[src/rtl/pit_pkg.sv]
package pit_pkg;
   localparam int OFF_CTL = 0;
   localparam int OFF_MOD = 2;
   localparam int OFF_CNT = 4;
   localparam int PRE_LSB = 8;

   typedef struct packed {
      logic doze;
      logic dbg;
      logic ovw;
      logic ie;
      logic flag;
      logic rld;
      logic en;
   } ctl_bits_t;

   localparam int CTL_BITS = $bits(ctl_bits_t);

   typedef enum logic [1:0] {
      SEL_CTL,
      SEL_MOD,
      SEL_CNT,
      SEL_NONE
   } reg_sel_e;
endpackage

[src/rtl/pit_prescaler.sv]
module pit_prescaler #(
   parameter int PRE_W = 4
) (
   input  logic             clk,
   input  logic             rst_n,
   input  logic             run,
   input  logic             restart,
   input  logic [PRE_W-1:0] pre,
   output logic             tick
);
   localparam int DIV_W = (1 << PRE_W) + 1;

   logic [DIV_W-1:0] div_q;
   logic [DIV_W-1:0] last;

   assign last = (DIV_W'(2) << pre) - DIV_W'(1);
   assign tick = run && !restart && (div_q == last);

   always_ff @(posedge clk or negedge rst_n) begin
      if (!rst_n) begin
         div_q <= '0;
      end else if (restart) begin
         div_q <= '0;
      end else if (run) begin
         div_q <= (div_q == last) ? '0 : div_q + DIV_W'(1);
      end
   end
endmodule

[src/rtl/pit_counter.sv]
module pit_counter #(
   parameter int CNT_W = 16
) (
   input  logic             clk,
   input  logic             rst_n,
   input  logic             tick,
   input  logic             load,
   input  logic [CNT_W-1:0] load_val,
   input  logic [CNT_W-1:0] limit,
   output logic [CNT_W-1:0] cnt,
   output logic             wrap
);
   logic at_end;

   assign at_end = (cnt <= CNT_W'(1));
   assign wrap   = tick && !load && at_end;

   always_ff @(posedge clk or negedge rst_n) begin
      if (!rst_n) begin
         cnt <= '1;
      end else if (load) begin
         cnt <= load_val;
      end else if (tick) begin
         cnt <= at_end ? limit : cnt - CNT_W'(1);
      end
   end
endmodule

[src/rtl/pit_regs.sv]
module pit_regs
   import pit_pkg::*;
#(
   parameter int CNT_W  = 16,
   parameter int PRE_W  = 4,
   parameter int DATA_W = 16,
   parameter int ADDR_W = 3
) (
   input  logic              clk,
   input  logic              rst_n,
   input  logic [ADDR_W-1:0] bus_addr,
   input  logic              bus_wr,
   input  logic [DATA_W-1:0] bus_wdata,
   input  logic              wrap,
   input  logic [CNT_W-1:0]  cnt,
   output ctl_bits_t         ctl_q,
   output logic [PRE_W-1:0]  pre_q,
   output logic [CNT_W-1:0]  mod_q,
   output logic              restart,
   output logic              load,
   output logic [CNT_W-1:0]  load_val,
   output logic [CNT_W-1:0]  limit,
   output logic [DATA_W-1:0] bus_rdata
);
   reg_sel_e         sel;
   ctl_bits_t        w_bits;
   logic [PRE_W-1:0] w_pre;
   logic [CNT_W-1:0] w_val;
   logic             wr_ctl;
   logic             wr_mod;
   logic             changed;
   logic             flag_clr;
   logic [DATA_W-1:0] ctl_view;
   logic [DATA_W-1:0] rd_next;

   always_comb begin
      if (bus_addr == ADDR_W'(OFF_CTL))      sel = SEL_CTL;
      else if (bus_addr == ADDR_W'(OFF_MOD)) sel = SEL_MOD;
      else if (bus_addr == ADDR_W'(OFF_CNT)) sel = SEL_CNT;
      else                                   sel = SEL_NONE;
   end

   assign w_bits = ctl_bits_t'(bus_wdata[CTL_BITS-1:0]);
   assign w_pre  = bus_wdata[PRE_LSB +: PRE_W];
   assign w_val  = bus_wdata[CNT_W-1:0];
   assign wr_ctl = bus_wr && (sel == SEL_CTL);
   assign wr_mod = bus_wr && (sel == SEL_MOD);

   assign changed = (w_bits.en   != ctl_q.en)   ||
                    (w_bits.rld  != ctl_q.rld)  ||
                    (w_bits.ovw  != ctl_q.ovw)  ||
                    (w_bits.dbg  != ctl_q.dbg)  ||
                    (w_bits.doze != ctl_q.doze) ||
                    (w_pre       != pre_q);

   assign restart  = wr_ctl && changed;
   assign flag_clr = (wr_ctl && w_bits.flag) || wr_mod;
   assign load     = restart || (wr_mod && ctl_q.ovw);
   assign load_val = restart ? (w_bits.rld ? mod_q : '1) : w_val;
   assign limit    = ctl_q.rld ? mod_q : '1;

   always_ff @(posedge clk or negedge rst_n) begin
      if (!rst_n) begin
         ctl_q <= '0;
         pre_q <= '0;
         mod_q <= '1;
      end else begin
         if (wr_ctl) begin
            ctl_q.en   <= w_bits.en;
            ctl_q.rld  <= w_bits.rld;
            ctl_q.ie   <= w_bits.ie;
            ctl_q.ovw  <= w_bits.ovw;
            ctl_q.dbg  <= w_bits.dbg;
            ctl_q.doze <= w_bits.doze;
            pre_q      <= w_pre;
         end
         if (wrap)          ctl_q.flag <= 1'b1;
         else if (flag_clr) ctl_q.flag <= 1'b0;
         if (wr_mod) mod_q <= w_val;
      end
   end

   always_comb begin
      ctl_view = '0;
      ctl_view[CTL_BITS-1:0]    = ctl_q;
      ctl_view[PRE_LSB +: PRE_W] = pre_q;
   end

   always_comb begin
      unique case (sel)
         SEL_CTL: rd_next = ctl_view;
         SEL_MOD: rd_next = DATA_W'(mod_q);
         SEL_CNT: rd_next = DATA_W'(cnt);
         default: rd_next = '0;
      endcase
   end

   always_ff @(posedge clk or negedge rst_n) begin
      if (!rst_n) bus_rdata <= '0;
      else        bus_rdata <= rd_next;
   end
endmodule

[src/rtl/countdown_irq_timer.sv]
module countdown_irq_timer
   import pit_pkg::*;
#(
   parameter int CNT_W  = 16,
   parameter int PRE_W  = 4,
   parameter int DATA_W = 16,
   parameter int ADDR_W = 3
) (
   input  logic              clk,
   input  logic              rst_n,
   input  logic [ADDR_W-1:0] bus_addr,
   input  logic              bus_wr,
   input  logic [DATA_W-1:0] bus_wdata,
   output logic [DATA_W-1:0] bus_rdata,
   output logic              irq_o
);
   generate
      if (PRE_W < 1 || PRE_W > 5) begin : g_bad_pre
         $error("PRE_W must lie in 1..5");
      end
      if (CNT_W < 2 || CNT_W > DATA_W) begin : g_bad_cnt
         $error("CNT_W must lie in 2..DATA_W");
      end
      if (PRE_LSB + PRE_W > DATA_W) begin : g_bad_data
         $error("DATA_W too narrow for the prescale field");
      end
      if ((1 << ADDR_W) <= OFF_CNT) begin : g_bad_addr
         $error("ADDR_W too narrow to reach the count register");
      end
   endgenerate

   ctl_bits_t        ctl_q;
   logic [PRE_W-1:0] pre_q;
   logic [CNT_W-1:0] mod_q;
   logic [CNT_W-1:0] cnt_q;
   logic [CNT_W-1:0] load_val;
   logic [CNT_W-1:0] limit;
   logic             restart;
   logic             load;
   logic             tick;
   logic             wrap;

   pit_regs #(
      .CNT_W(CNT_W), .PRE_W(PRE_W), .DATA_W(DATA_W), .ADDR_W(ADDR_W)
   ) u_regs (
      .clk(clk), .rst_n(rst_n),
      .bus_addr(bus_addr), .bus_wr(bus_wr), .bus_wdata(bus_wdata),
      .wrap(wrap), .cnt(cnt_q),
      .ctl_q(ctl_q), .pre_q(pre_q), .mod_q(mod_q),
      .restart(restart), .load(load), .load_val(load_val), .limit(limit),
      .bus_rdata(bus_rdata)
   );

   pit_prescaler #(.PRE_W(PRE_W)) u_pre (
      .clk(clk), .rst_n(rst_n),
      .run(ctl_q.en), .restart(restart), .pre(pre_q),
      .tick(tick)
   );

   pit_counter #(.CNT_W(CNT_W)) u_cnt (
      .clk(clk), .rst_n(rst_n),
      .tick(tick), .load(load), .load_val(load_val), .limit(limit),
      .cnt(cnt_q), .wrap(wrap)
   );

   assign irq_o = ctl_q.flag & ctl_q.ie;
endmodule

[config.mk]
export PLATFORM = sky130hd
export DESIGN_NAME = countdown_irq_timer
export DESIGN_NICKNAME = d
export VERILOG_FILES = /design/src/rtl/pit_pkg.sv /design/src/rtl/pit_prescaler.sv /design/src/rtl/pit_counter.sv /design/src/rtl/pit_regs.sv /design/src/rtl/countdown_irq_timer.sv
export SDC_FILE = /design/constraint.sdc
export NUM_CORES = 1
export LEC_CHECK = 0
export BUFFER_PORTS_ARGS = -buffer_cell sky130_fd_sc_hd__clkbuf_2
export CAP_MARGIN = 20
export CORE_MARGIN = 2
export CORE_UTILIZATION = 60
export CTS_BUF_LIST = sky130_fd_sc_hd__clkbuf_4 sky130_fd_sc_hd__clkbuf_8 sky130_fd_sc_hd__clkbuf_16
export CTS_CLUSTER_SIZE = 14
export DETAILED_ROUTE_END_ITERATION = 10
export GPL_TIMING_DRIVEN = 0
export PLACE_DENSITY = 0.79
export SYNTH_ARGS = -nofsm -noshare
export SYNTH_HDL_FRONTEND = slang
export SYNTH_SLANG_ARGS = --single-unit
[constraint.sdc]
create_clock -name clk -period 4.3 [get_ports clk]
set_input_delay 0.86 -clock clk [delete_from_list [all_inputs] [get_ports clk]]
set_output_delay 0.86 -clock clk [all_outputs]
set_load 0.005 [all_outputs]
# ---- Yosys cells after proc, flatten, opt, wreduce, memory -nomap -nowiden
# Cells that the tools add are included.
dict set report op_classes {
  n_reduce_logical 23
  bitwise 1
  order_cmp 1
  muxes 15
  n_addsub 3
  n_eq_ne 11
  shifts 1
}
# operator n
set op_table {}
lappend op_table {{16-bit 2-to-1 mux} 6}
lappend op_table {{17-bit 2-to-1 mux} 3}
lappend op_table {{16-bit case mux with 3 select lines} 1}
lappend op_table {{17-bit by 1-bit adder with 17-bit output (second input constant)} 1}
lappend op_table {{17-bit equality test} 1}
lappend op_table {{2-bit by 4-bit << shifter with 17-bit output (first input constant)} 1}
lappend op_table {{17-bit by 2-bit subtractor with 17-bit output (second input constant)} 1}
lappend op_table {{16-bit by 1-bit <= comparator with 1-bit output (second input constant)} 1}
lappend op_table {{16-bit by 1-bit subtractor with 16-bit output (second input constant)} 1}
lappend op_table {{1-bit logical AND} 9}
lappend op_table {{1-bit logical OR} 7}
lappend op_table {{2-bit nonzero test} 3}
lappend op_table {{1-bit != test} 5}
lappend op_table {{2-bit 2-to-1 mux} 2}
lappend op_table {{4-bit != test} 1}
lappend op_table {{3-bit by 2-bit equality test with 1-bit output (second input constant)} 1}
lappend op_table {{3-bit equality test (second input constant)} 1}
lappend op_table {{3-bit zero test} 1}
lappend op_table {{1-bit 2-to-1 mux} 3}
lappend op_table {{2-bit by 1-bit equality test with 1-bit output (second input constant)} 1}
lappend op_table {{2-bit equality test (second input constant)} 1}
lappend op_table {{1-bit zero test} 2}
lappend op_table {{2-bit zero test} 1}
lappend op_table {{1-bit bitwise AND} 1}
dict set report word_totals {
  reg_bits 76
  out_inout_bits 17
  in_bits 22
  elab_cells 67
}

# ---- Longest topological paths before layout
dict set report depth {
  word_depth 13
  mapped_depth 17
  depth_no_buf 10
}

# ---- Cells and area by module
# A second synthesis with hierarchy kept.
dict set report hier_totals {
  cells_unflattened 590
  area_unflattened_um2 5500.3
}
# module area_each_um2 seq_area_each_um2 instances cells_each
set by_module_without_submodules {}
lappend by_module_without_submodules {pit_regs 2393.5 1096.1 1 208}
lappend by_module_without_submodules {pit_prescaler 1825.5 425.4 1 230}
lappend by_module_without_submodules {pit_counter 1275.0 420.4 1 151}
lappend by_module_without_submodules {countdown_irq_timer 6.3 0.0 1 1}

# ---- Worst setup path before layout
# OpenSTA, ideal clock, no wires.
dict set report synth_path {
  kind {register to register}
  startpoint {register u_regs.pre_q[2]}
  endpoint {register u_cnt.cnt[15]}
  n_path_buf 5
  stages_incl_launch_ff 15
  setup_ps 75
  synth_period_minus_slack_ps 3115
  arrival_time_ps 3040
  t_required_ps 4225
  path_slack_ps 1185
  cell_sequence {dfrtp_1 > buf_2 > or4_4 > ha_1 > buf_4 > buf_2 > nor4_1 > o21ai_0 > a221oi_1 > nor3_1 > nand4_1 > buf_2 > buf_2 > o21ai_1 > a2bb2oi_1}
}
dict set report synth_between {
  elab_chain_len 7
  word_cells_on_any_way 13
  cone_classes {1 x add/sub; 2 x eq/ne; 1 x shift; 2 x mux; 7 x reduce/logical}
}
# item line
set synth_rtl {}
lappend synth_rtl {{start: declaration} pit_regs.sv:17} ;# output logic [PRE_W-1:0] pre_q,
lappend synth_rtl {{start signal: assignment} pit_regs.sv:75} ;# pre_q <= w_pre;
lappend synth_rtl {{branches (longest 7 deep; another with 17-bit by 2-bit subtractor with 17-bit output)} -}
lappend synth_rtl {{end signal: assignment} pit_counter.sv:22} ;# cnt <= load_val;
lappend synth_rtl {{end signal: assignment} pit_counter.sv:24} ;# cnt <= at_end ? limit : cnt - CNT_W'(1);
lappend synth_rtl {{end: declaration} pit_counter.sv:10} ;# output logic [CNT_W-1:0] cnt,
# Several ways; the timed one is not identified.
# A chain may end at the register's enable or synchronous reset.

# ---- Worst setup path after layout
dict set report layout_path {
  startpoint {register u_regs.pre_q[3]}
  endpoint {register u_cnt.cnt[9]}
}
# Same word-level chain as after synthesis.

==> flow_results.org <==
** Status
- The run finished with clean final reports.

** STA
- Post-Route Setup TNS :: 0 ns
- Slew at the pin with the worst max-slew slack :: 0.929 ns
- Final period demand of the worst path :: 4.12 ns
- Max Transition Viols Final :: 0
- Measured against its own limit, the worst slew margin works out to 0.375.
- The number of hold-slack violations in the final timing report came to 0.
- Clock skew on the completed layout was measured at 0.0145 ns.
- Setup violations remaining at the end of the flow were counted as 0.
- Final Cycle Share :: 0.959
- RSZ-0062 raised after global routing :: no
- Timing would allow up to 242 MHz.

** Layout
- Antenna diode count :: 0
- For this run, the number of standard cells in the final layout without fillers is 751.
- Layout fillers :: 685
- Area growth, synth to finish :: 10.6%
- Post-layout nets :: 667
- Of the cells placed in the final design, the portion with a size suffix greater than 1 is 0.190.

** Power and ir drop
- In this run the power spent charging and discharging nets is 960 uW.
- The share of total power dissipated in combinational logic is 0.344.
- Worst voltage drop across the vdd grid :: 0.000270 V
- Leakage power summed over all cells :: 2.40 nW
- Total power divided by cell area :: 438 mW/mm^2
- Of the total power, the share spent switching nets is 0.387.
- Internal power comes to 1.52 mW.
- Share of power burned in the clock network :: 0.236
- Of the total power, registers draw 0.420.
- Overall power consumption after layout is estimated at 2.48 mW.

** Worst setup path
- STA puts the critical path data required time at 4.59 ns.
- Signal arrival time at the worst endpoint :: 4.42 ns
- Top Family by Delay on Critical Path :: buffers and inverters
- Cell with the biggest individual delay on the critical path :: sky130_fd_sc_hd__a221oi_1
- In this run the critical register-to-register path is launched from u_regs.pre_q[3].
- Measured in cells, the most critical reg-to-reg path has a length of 17.
- Crit Path Category :: reg2reg
- Worst path buffer plus inverter count :: 7
- Sequence of cells on the critical path :: buf_4 -> buf_2 -> buf_2 -> nor2_1 -> nand3b_1 -> ha_1 -> buf_4 -> buf_2 -> nor4_1 -> o21ai_0 -> a221oi_1 -> nor3_1 -> nand4_1 -> buf_2 -> buf_2 -> nand2_1 -> a31oi_1
- FF-to-FF setup slack :: 0.18 ns
- On the worst path, the slowest cell contributes a delay of 0.56 ns.
- In this run the critical register-to-register path is captured at u_cnt.cnt[9].
- Critical path launch point type :: flip-flop
- Of all nets on the critical path, the largest fanout is 10.
- Kind of end point of the critical path :: flip-flop
- The most numerous cell type found on the critical path is sky130_fd_sc_hd__buf_2.

** Synthesis
- Post-Syn Area per Cell :: 8.64 sq um
- Dominant cell type by area after synthesis :: sky130_fd_sc_hd__dfrtp_1
- Top post-synthesis cells by area :: sky130_fd_sc_hd__dfrtp_1, sky130_fd_sc_hd__dfstp_2, sky130_fd_sc_hd__nor2_1, sky130_fd_sc_hd__nand2_1, sky130_fd_sc_hd__mux2i_1
- Synth top cells by count :: sky130_fd_sc_hd__nor2_1, sky130_fd_sc_hd__nand2_1, sky130_fd_sc_hd__dfrtp_1, sky130_fd_sc_hd__dfstp_2, sky130_fd_sc_hd__clkbuf_1
- Total of flip-flops plus latches after synthesis :: 76
- Sequential area share after synthesis :: 0.379
- For this run, the number of Yosys warnings is 0.
- Cell count after synthesis :: 593
- Of all flip-flops after synthesis, the portion carrying an async set or reset was 1.00.
- Net Count, Synth :: 619
- The synthesized design contains 0 enable-type register cells.
- Dominant cell by count in the synthesized netlist :: sky130_fd_sc_hd__nor2_1
- Yosys cell types :: 70
- Area fraction of the dominant cell type after synthesis :: 0.215
- Cell Area, Synth :: 0.00512 sq mm
- Primary FF master, synth :: sky130_fd_sc_hd__dfrtp_1

** Floorplan
- Height of the die :: 96.4 um
- The initial utilization of the core area, before any placement, comes to 0.620.
- The floorplan has 33 rows.
- Ports placed on the boundary :: 39
- The die covers 0.00929 sq mm.
- Floorplan core area :: 0.00826 sq mm
- In this run the horizontal extent of the chip is 96.4 um.

** Clocking
- TritonCTS built the clock tree.
- Clk Latency, worst-skew pair :: 0.37 ns
- Total clock buffers created by CTS :: 9
- H-tree depth :: 3
- Clock Pin Slew Worst Setup and Hold Paths :: 0.09 ns
- Setup bufs post-CTS :: 0
- Resize count post-CTS :: 0
- For this design, the CTS-stage hold fixing added 0 buffers.
- The tree is rooted in a sky130_fd_sc_hd__clkbuf_8.
- Clock net sink count :: 76
- In this run the deepest clock path goes through 2 buffers.

** Global routing
- The total overflow left after global routing is 0.
- Number of global-route vias before repair :: 4707
- Entering global routing, the biggest net connects 44 pins.
- The first global-routing pass estimated 24100 um of wire.
- The number of antenna violations at the first check in global routing was 0.
- Across every metal layer, demand over resource in global routing totals 0.345.

** Routing
- In this run the remaining antenna-violating nets after routing total 0.
- Routed wire length :: 15100 um
- After the first detailed-routing iteration, the DRC count stood at 478.
- Count of TritonRoute iterations in the first routing pass :: 6
- Post-detailed-route via-to-cell ratio :: 6.63
- Total vias in the final route :: 4976
- After detailed routing, the average wire length per cell comes to 20.1 um.
- For this run, design rule violations remaining after detail routing come to 0.

** Placement
- Detail Placement HPWL :: 10700 um
- Counting tap cells, the placed design contains a total of 735 instances.
- Port-buffer cells :: 36
- Weighted congestion at the end of routability-driven global placement :: 0.962

** Flow run
- Max-capacitance violation count :: 0

** Min path
- Type of the tightest min-delay check :: in2async
-- layer usage --
metal	track usage	part of all wire	up-vias
met2	0.511	0.43	333
met3	0.0659	0.12	21
met1	0.509	0.43	2381
met4	0.112	0.015	0
met5	0	0	-
li1	-	-	2241
-- flip-flops by register name, indices dropped and copies added (netlist names) --
register / flops
u_regs.pre_q: 4
u_cnt.cnt: 16
u_regs.ctl_q: 7
u_regs.mod_q: 16
u_regs.bus_rdata: 16
u_pre.div_q: 17
-- cell usage in the layout, fill, tap and decap left out, types with 7 or more instances in the layout --
cell type	count
sky130_fd_sc_hd__nand2b_1	7
sky130_fd_sc_hd__nor3_1	9
sky130_fd_sc_hd__nor2b_1	12
sky130_fd_sc_hd__clkbuf_8	9
sky130_fd_sc_hd__buf_2	12
sky130_fd_sc_hd__a22oi_1	17
sky130_fd_sc_hd__o21ai_0	22
sky130_fd_sc_hd__inv_1	20
sky130_fd_sc_hd__nand2_1	57
sky130_fd_sc_hd__mux2i_1	16
sky130_fd_sc_hd__clkbuf_1	31
sky130_fd_sc_hd__nor2_1	60
sky130_fd_sc_hd__nand3_1	18
sky130_fd_sc_hd__a31oi_1	16
sky130_fd_sc_hd__a22o_1	7
sky130_fd_sc_hd__dfstp_2	32
sky130_fd_sc_hd__a2bb2oi_1	12
sky130_fd_sc_hd__a21o_1	8
sky130_fd_sc_hd__mux2_2	12
sky130_fd_sc_hd__xnor2_1	15
sky130_fd_sc_hd__nand4_1	8
sky130_fd_sc_hd__xor2_1	10
sky130_fd_sc_hd__clkbuf_2	35
sky130_fd_sc_hd__a21oi_1	22
sky130_fd_sc_hd__dfrtp_1	44
sky130_fd_sc_hd__o21ai_1	20
-- layout make-up --
type | count | area, sq um | area share
Inverter | 20 | 75.1 | 0.0133
Tap cell | 105 | 131 | 0.0232
Clock buffer | 9 | 124 | 0.0219
Clock inverter | 7 | 82.6 | 0.0146
Multi-Input combinational cell | 448 | 2900 | 0.512
Sequential cell | 76 | 1940 | 0.343
Buffer | 49 | 206 | 0.0365
Timing Repair Buffer | 37 | 203 | 0.0358
-- cells by family (layout without fill, tap and decap cells) --
kind of cell,after synthesis,count (layout),synth area share
compound gates,163,163,0.219
xor+xnor,25,25,0.0428
fa+ha+maj,4,4,0.00977
buf+inv,69,122,0.0550
flops,76,76,0.379
mux,28,28,0.0577
simple gates,228,228,0.236
-- power groups by stage --
stage	Combinational, mW	Sequential (mW)	Clock (mW)
floorplan	0.615	0.999	0
global placement	0.795	1.03	0
detailed placement	0.827	1.04	0
CTS	0.833	1.03	0.587
global route	0.934	1.05	0.613
finish	0.854	1.04	0.585
-- worst reg2reg max path: cells and delay by family, from the launching register on --
family / cells / cell delay (ns)
compound gates: 3 / 0.88
fa+ha+maj: 1 / 0.18
buf+inv: 7 / 1.52
flops: 1 / 0.37
simple gates: 6 / 1.08
-- through the flow --
| step | setup slack, ns | instance area (sq um) | hold slack (ns) | util |
|---|---|---|---|---|
| floorplan | 1.18 | 5120 | 0.486 | - |
| global placement | 0.529 | 5430 | 0.511 | 0.658 |
| detailed placement | 0.379 | 5460 | 0.515 | 0.661 |
| CTS | 0.351 | 5660 | 0.472 | 0.686 |
| global route | 0.114 | 5660 | 0.497 | 0.686 |
| finish | 0.175 | 5660 | 0.457 | 0.686 |
-- worst max-delay path by stage --
stage,cells past startpoint,slack (ns),startpoint,endpoint
floorplan,14,1.18,u_regs.pre_q[2],u_cnt.cnt[15]
global placement,15,0.53,u_regs.pre_q[1],u_cnt.cnt[13]
detailed placement,17,0.38,u_regs.pre_q[3],u_cnt.cnt[12]
CTS,17,0.35,u_regs.pre_q[3],u_cnt.cnt[12]
global route,15,0.11,u_regs.pre_q[1],u_cnt.cnt[12]
finish,17,0.18,u_regs.pre_q[3],u_cnt.cnt[9]
Note: power is estimated with default switching activity, not from simulation.
